$ cat config.mk
export PLATFORM = sky130hd
export DESIGN_NAME = acc_alu
export DESIGN_NICKNAME = d
export VERILOG_FILES = /design/src/rtl/acc_alu.sv
export SDC_FILE = /design/constraint.sdc
export NUM_CORES = 1
export LEC_CHECK = 0
export BUFFER_PORTS_ARGS = -buffer_cell sky130_fd_sc_hd__buf_4
export CORE_MARGIN = 3
export CORE_UTILIZATION = 30
export DETAILED_ROUTE_END_ITERATION = 6
export PLACE_DENSITY = 0.59
export SLEW_MARGIN = 20
export SYNTH_ARGS = -nofsm -noshare
export SYNTH_HDL_FRONTEND = slang
export SYNTH_SLANG_ARGS = --single-unit
$ cat constraint.sdc
create_clock -name clk -period 3.1 [get_ports clk]
set_input_delay 0.155 -clock clk [delete_from_list [all_inputs] [get_ports clk]]
set_output_delay 0.155 -clock clk [all_outputs]
set_load 0.01 [all_outputs]
$ cat src/rtl/acc_alu.sv
module acc_alu #(
  parameter int W = 8
) (
  input  logic         clk,
  input  logic         rst_n,
  input  logic         go,
  input  logic [3:0]   op,
  input  logic [W-1:0] a_in,
  input  logic [W-1:0] r_in,
  input  logic [W-1:0] m_in,
  input  logic         c_in,
  input  logic [3:0]   flg_in,
  output logic [W-1:0] res,
  output logic         res_we,
  output logic [3:0]   flg_nxt,
  output logic [3:0]   flg_q
);
  localparam int MSB = W - 1;

  logic [W:0] add_t, sub_t, cmp_t;
  logic fn, fv, fz, fc;

  assign add_t = {1'b0, a_in} + {1'b0, m_in} + {{W{1'b0}}, c_in};
  assign sub_t = {1'b1, a_in} - {1'b0, m_in} - {{W{1'b0}}, c_in};
  assign cmp_t = {1'b0, r_in} - {1'b0, m_in};

  always_comb begin
    res    = '0;
    res_we = 1'b1;
    fn = flg_in[3];
    fv = flg_in[2];
    fz = flg_in[1];
    fc = flg_in[0];
    case (op)
      4'd0:  res = a_in | m_in;
      4'd1:  res = a_in & m_in;
      4'd2:  res = a_in ^ m_in;
      4'd3: begin
        res = add_t[MSB:0];
        fc  = add_t[W];
        fv  = (a_in[MSB] == m_in[MSB]) && (add_t[MSB] != a_in[MSB]);
      end
      4'd4: begin
        res = sub_t[MSB:0];
        fc  = ~sub_t[W];
        fv  = (a_in[MSB] != m_in[MSB]) && (sub_t[MSB] != a_in[MSB]);
      end
      4'd5: begin
        res_we = 1'b0;
        res    = cmp_t[MSB:0];
        fc     = ~cmp_t[W];
      end
      4'd6: begin
        res_we = 1'b0;
        res    = a_in & m_in;
      end
      4'd7: begin
        res = {m_in[MSB-1:0], 1'b0};
        fc  = m_in[MSB];
      end
      4'd8: begin
        res = {1'b0, m_in[MSB:1]};
        fc  = m_in[0];
      end
      4'd9: begin
        res = {m_in[MSB-1:0], c_in};
        fc  = m_in[MSB];
      end
      4'd10: begin
        res = {c_in, m_in[MSB:1]};
        fc  = m_in[0];
      end
      4'd11: res = m_in + 1'b1;
      4'd12: res = m_in - 1'b1;
      4'd13: res = m_in;
      4'd14: res = r_in;
      default: res_we = 1'b0;
    endcase
    if (op == 4'd6) begin
      fn = m_in[MSB];
      fv = m_in[MSB-1];
      fz = ~|res;
    end else if (op != 4'd15) begin
      fn = res[MSB];
      fz = (res == '0);
    end
  end

  assign flg_nxt = {fn, fv, fz, fc};

  always_ff @(posedge clk or negedge rst_n) begin
    if (!rst_n)  flg_q <= 4'b0000;
    else if (go) flg_q <= flg_nxt;
  end


  flg_load_chk: assert property (@(posedge clk) disable iff (!rst_n)
    go |=> flg_q == $past(flg_nxt));


  flg_hold_chk: assert property (@(posedge clk) disable iff (!rst_n)
    !go |=> $stable(flg_q));


  n_bit_chk: assert property (@(posedge clk) disable iff (!rst_n)
    res_we |-> flg_nxt[3] == res[MSB]);


  z_bit_chk: assert property (@(posedge clk) disable iff (!rst_n)
    res_we |-> flg_nxt[1] == (res == '0));


  idle_op_chk: assert property (@(posedge clk) disable iff (!rst_n)
    (op == 4'd15) |-> (!res_we && flg_nxt == flg_in));


  cmp_keep_v_chk: assert property (@(posedge clk) disable iff (!rst_n)
    (op == 4'd5) |-> (!res_we && flg_nxt[2] == flg_in[2]));
endmodule

* After elaboration in Yosys (flattened, before gate mapping) *
Cells that the tools add are included.

word-level totals
  bits in registers = 4
  logic and storage cells = 51

cells by class
  $add $sub $neg = 7
  eq/ne operators = 19
  mux-type cells = 9
  bitwise operators = 5
  reductions and logical operators = 10

operators with widths
  kind                   number
  $pmux W8 S14           1
  $eq A4 B4 Y1 const B   7
  $eq A4 B3 Y1 const B   4
  $reduce_or A13 Y1      1
  $add A8 B8 Y9          1
  $add A9 B1 Y9          1
  $sub A8 B8 Y9          1
  $sub A9 B1 Y9          1
  $sub A9 B8 Y9          1
  $add A8 B1 Y8 const B  1
  $and A8 B8 Y8          1
  $eq A4 B2 Y1 const B   2
  $logic_not A8 Y1       1
  $or A8 B8 Y8           1
  $reduce_or A8 Y1       1
  $sub A8 B1 Y8 const B  1
  $xor A8 B8 Y8          1
  $mux W1                6
  $reduce_or A2 Y1       3
  $pmux W1 S5            1
  $eq A4 B1 Y1 const B   1
  $logic_not A4 Y1       1
  $ne A4 B4 Y1 const B   1
  $ne A1 B1 Y1           3
  5 further kinds        7

* Depth between registers and ports, before layout *
  word-level depth = 6
  gate-level depth with buffers = 13
  depth with buffers taken out = 12

* Worst setup path after synthesis *
OpenSTA, ideal clock, no wires.

  path kind = input -> output
  start point = input port m_in[0]
  end point = output port flg_nxt[1]
  arrival = 3.004 ns
  data required time = 2.945 ns
  slack = -0.059 ns
  stages on the path = 13
  path through = clkbuf_1 > inv_1 > fa_1 > ha_1 > xor2_1 > nand2_1 > o221ai_1 > or4_1 > or3_1 > nor4_1 > a22oi_1 > nor3_1 > buf_4

between the ends
  word-level cells in the longest chain between the ends = 6

RTL lines
  what                                                  RTL line  source
  from (decl)                                           10        input logic [W-1:0] m_in,
  $sub A9 B8 Y9 or $add A8 B8 Y9 (tied branches)        24, 23
  $sub A9 B1 Y9 or $add A9 B1 Y9 (tied branches)        24, 23
  $pmux W8 S14 (*)                                      34        case (op)
  net res[1]                                            13        output logic [W-1:0] res,
  $logic_not A8 Y1 or $reduce_or A8 Y1 (tied branches)  85, 82
  $mux W1 or $logic_not A1 Y1 (tied branches)           83, 82
  $mux W1 (*)                                           79        if (op == 4'd6) begin
  to (decl)                                             15        output logic [3:0] flg_nxt,

The timed path passes the listed nets; every way through them passes the cells marked *.

* Worst setup path after layout *
  start point = input port m_in[0]
  end point = output port flg_nxt[1]

between the ends
  word-level cells in the longest chain between the ends = 6

RTL lines
  what                                                  RTL line
  $sub A9 B8 Y9 or $add A8 B8 Y9 (tied branches)        24, 23
  $sub A9 B1 Y9 or $add A9 B1 Y9 (tied branches)        24, 23
  $pmux W8 S14 (*)                                      34
  $logic_not A8 Y1 or $reduce_or A8 Y1 (tied branches)  85, 82
  $mux W1 or $logic_not A1 Y1 (tied branches)           83, 82
  $mux W1 (*)                                           79

Mark *: on every way between the ends. The rest lies on a longest branch, timed or not.

==> impl_results.md <==
* Multi-input logic area at 2560 um^2
* Clock sink total at 4
* Reg area at 100 um^2
* Layout area overhead at 32.3%
* Nets at 557
* DRT antenna net count at 0
* Distinct cells, synth at 65
* Fin crit share at 98.2%
* Top flop regs: flg_q x4
* Global Route Usage Sum at 18.6%
* CTS tree: done
* Min Clock Period, post-route at 3.04 ns
* Core area at 8980 um^2
* Final Hold Viols at 0
* CP max stage delay at 0.49 ns
* Lkg Pwr at 1.67 nW
* Cell mode on critical path: buf_4
* Prevailing post-synth register cell: dfrtp_1
* RSZ-0062 raised after global routing: yes
* Final core utilization at 41.9%
* Syn nets at 483
* Setup-failing EPs final at 0
* Layout Skew at 0 ns
* Vias per cell at 5.48
* Input/output buffers at 52
* Yosys reg bits at 4
* Synth Warn # at 0
* Routed WL at 10000 um
* Final Slew Violations at 0
* Initial Util at 31.6%
* Dpl ws at -0.0868 ns
* Outcome: finished clean
* DR pass1 iterations at 5
* Starting DRT DRC Count at 231
* Top Family by Delay on Critical Path: simple AND/OR/NAND/NOR gates
* Max FFs per register at 4
* Die width at 103 um
* Ant. Diodes at 0
* EDFF count, synth at 0
* CTS max path bufs at 2
* Layout cell share with drive strength beyond 1 at 27.1%
* Cells after Synth at 404
* Worst EP required at 2.94 ns
* Max-Cap Viols at 0
* Global-route wire length before repair at 16000 um
* Die area at 10700 um^2
* Post-route design area at 3760 um^2
* Num CTS Buffers at 3
* # fillers at 914
* Slew @ Worst Pin at 0.498 ns
* Largest net degree at the start of global routing at 43
* Reg clk slew, reported paths at 0.03 ns
* Hold path cells at 2
* Worst path depth at 14
* Routed wire per std cell at 16.7 um
* CP bufs+invs at 5
* Vias in the first global route at 3150
* Htree depth at 1
* DRC at 0
* Tightest Hold Check Type: primary input to flip-flop
* Clk root buf: clkbuf_8
* Synth async-reset ratio at 100%
* Reg with most FFs: flg_q
* Placed Area at 3580 um^2
* Power density over the cells at 229 nW/um^2
* Initial antenna violation count at 0
* Max Clk Rate at 329 MHz
* Arrival @ worst endpoint at 2.89 ns
* Clk_lat worst skew at 0.22 ns
* Slew HR at 66.6%
* Critical-path cell list: buf_4 -> buf_4 -> ha_2 -> inv_1 -> fa_1 -> a22oi_1 -> o22ai_1 -> or4_4 -> or3_1 -> nor4_1 -> buf_4 -> a22oi_2 -> nor3_2 -> buf_4
* Placer Congestion at 0.977
* Worst setup SP type: primary input
* Die Y at 103 um
* Most common cell after layout, fill and taps aside: buf_4
* Grt total ovfl at 0
* Post-route setup slack at 0.0571 ns
* IO Pins at 53
* Crit end category: output port
* Slowest CP cell: or4_4
* Placement Rows at 34
* Total vias in the final route at 3301
* Seq/Total Area, Yosys at 3.52%
* Mapped Area at 2840 um^2
* CP Max Fanout at 4
* R2R depth at 1
* Post-DP HPWL at 7910 um
* Avg Inst Size Synth at 7.03 um^2
* Setup CP Type: primary input to output port
* Most frequent cells in the layout: buf_4 (96), ha_1 (36), inv_1 (35)
* Maximum vdd drop at 0.0949 mV
-- cells by family after synthesis --
group	synth area share [%]
adders and majority gates	20.0
xor gates and xnor gates	5.55
DFF	3.52
muxes	4.89
buffers and inverters	10.2
AOI/OAI and AO/OA	30.5
and+or+nand+nor	25.3
-- final timing paths --
check                          from    endpoint  slack [ns]
setup / recovery            m_in[0]  flg_nxt[1]        0.06
hold reg to reg            flg_q[0]    flg_q[0]        0.51
min in group asynchronous     rst_n    flg_q[2]        0.30
hold / removal                   go    flg_q[1]        0.17
max in group asynchronous     rst_n    flg_q[3]        2.70
setup reg to reg           flg_q[3]    flg_q[3]        2.35
-- cell type report --
| cell class | instances | share of cell area, % |
|---|---|---|
| repair buffers | 99 | 20.3 |
| well taps | 126 | 4.19 |
| multi-input cells | 334 | 68.1 |
| flip-flops and latches | 4 | 2.66 |
| clock buffers | 3 | 1.10 |
| inverters | 36 | 3.70 |
-- cell usage after synthesis (3+ instances only) --
cell type / count / area [um^2]
a211o_1: 4 / 35.0
a211oi_1: 5 / 37.5
a21o_1: 3 / 22.5
a21oi_1: 25 / 125
a221o_1: 3 / 30.0
a221oi_1: 7 / 61.3
a22oi_1: 5 / 37.5
a31oi_1: 10 / 62.6
a32oi_1: 6 / 52.6
and2_1: 7 / 43.8
and3_1: 6 / 37.5
buf_2: 13 / 65.1
buf_4: 5 / 37.5
clkbuf_1: 11 / 41.3
dfrtp_1: 4 / 100
fa_1: 4 / 80.1
ha_1: 39 / 488
inv_1: 36 / 135
mux2_2: 6 / 67.6
mux2i_1: 6 / 60.1
nand2_1: 30 / 113
nand2b_1: 6 / 37.5
nand3_1: 12 / 60.1
nand4_1: 3 / 18.8
nor2_1: 28 / 105
nor2b_1: 7 / 43.8
nor3_1: 12 / 60.1
nor3b_1: 3 / 22.5
o21a_1: 8 / 60.1
o21ai_0: 19 / 95.1
o22ai_1: 5 / 31.3
o31ai_1: 3 / 22.5
or3_1: 8 / 50.1
xnor2_1: 14 / 123
xor2_1: 4 / 35.0
-- routing by layer --
metal / GRT usage (%) / up-vias / share of wire (%)
li1: - / 1631 / -
met1: 26.3 / 1505 / 44
met2: 29.2 / 143 / 45
met3: 2.68 / 22 / 8.0
met4: 5.68 / 0 / 3.0
met5: 0 / - / 0
-- timing repair --
action,in CTS,in global routing
endpoints found under the hold margin,4,0
pin swaps,0,6
gates resized for setup,6,13
setup buffers,0,1
hold buffers,1,0
endpoints found under the setup margin,1,5
-- metrics by stage --
step                      TNS, ns  std cells  total power, W  hold slack, ns
after CTS                       0        601        0.000818           0.166
after global placement    -0.0586        597        0.000686         -0.0463
final                           0        602        0.000860           0.170
after detailed placement   -0.107        597        0.000690         -0.0446
after floorplan                 0        404        0.000448          -0.141
after global routing       -0.143        602        0.000934           0.184
-- power by group --
part	leakage, nW	switching, W	internal, W
Clock	0.0216	0.0000291	0.0000829
Combinational	1.60	0.000357	0.000327
Sequential	0.0488	0.00000370	0.0000600
No activity file was read; power rests on OpenSTA's default activity.
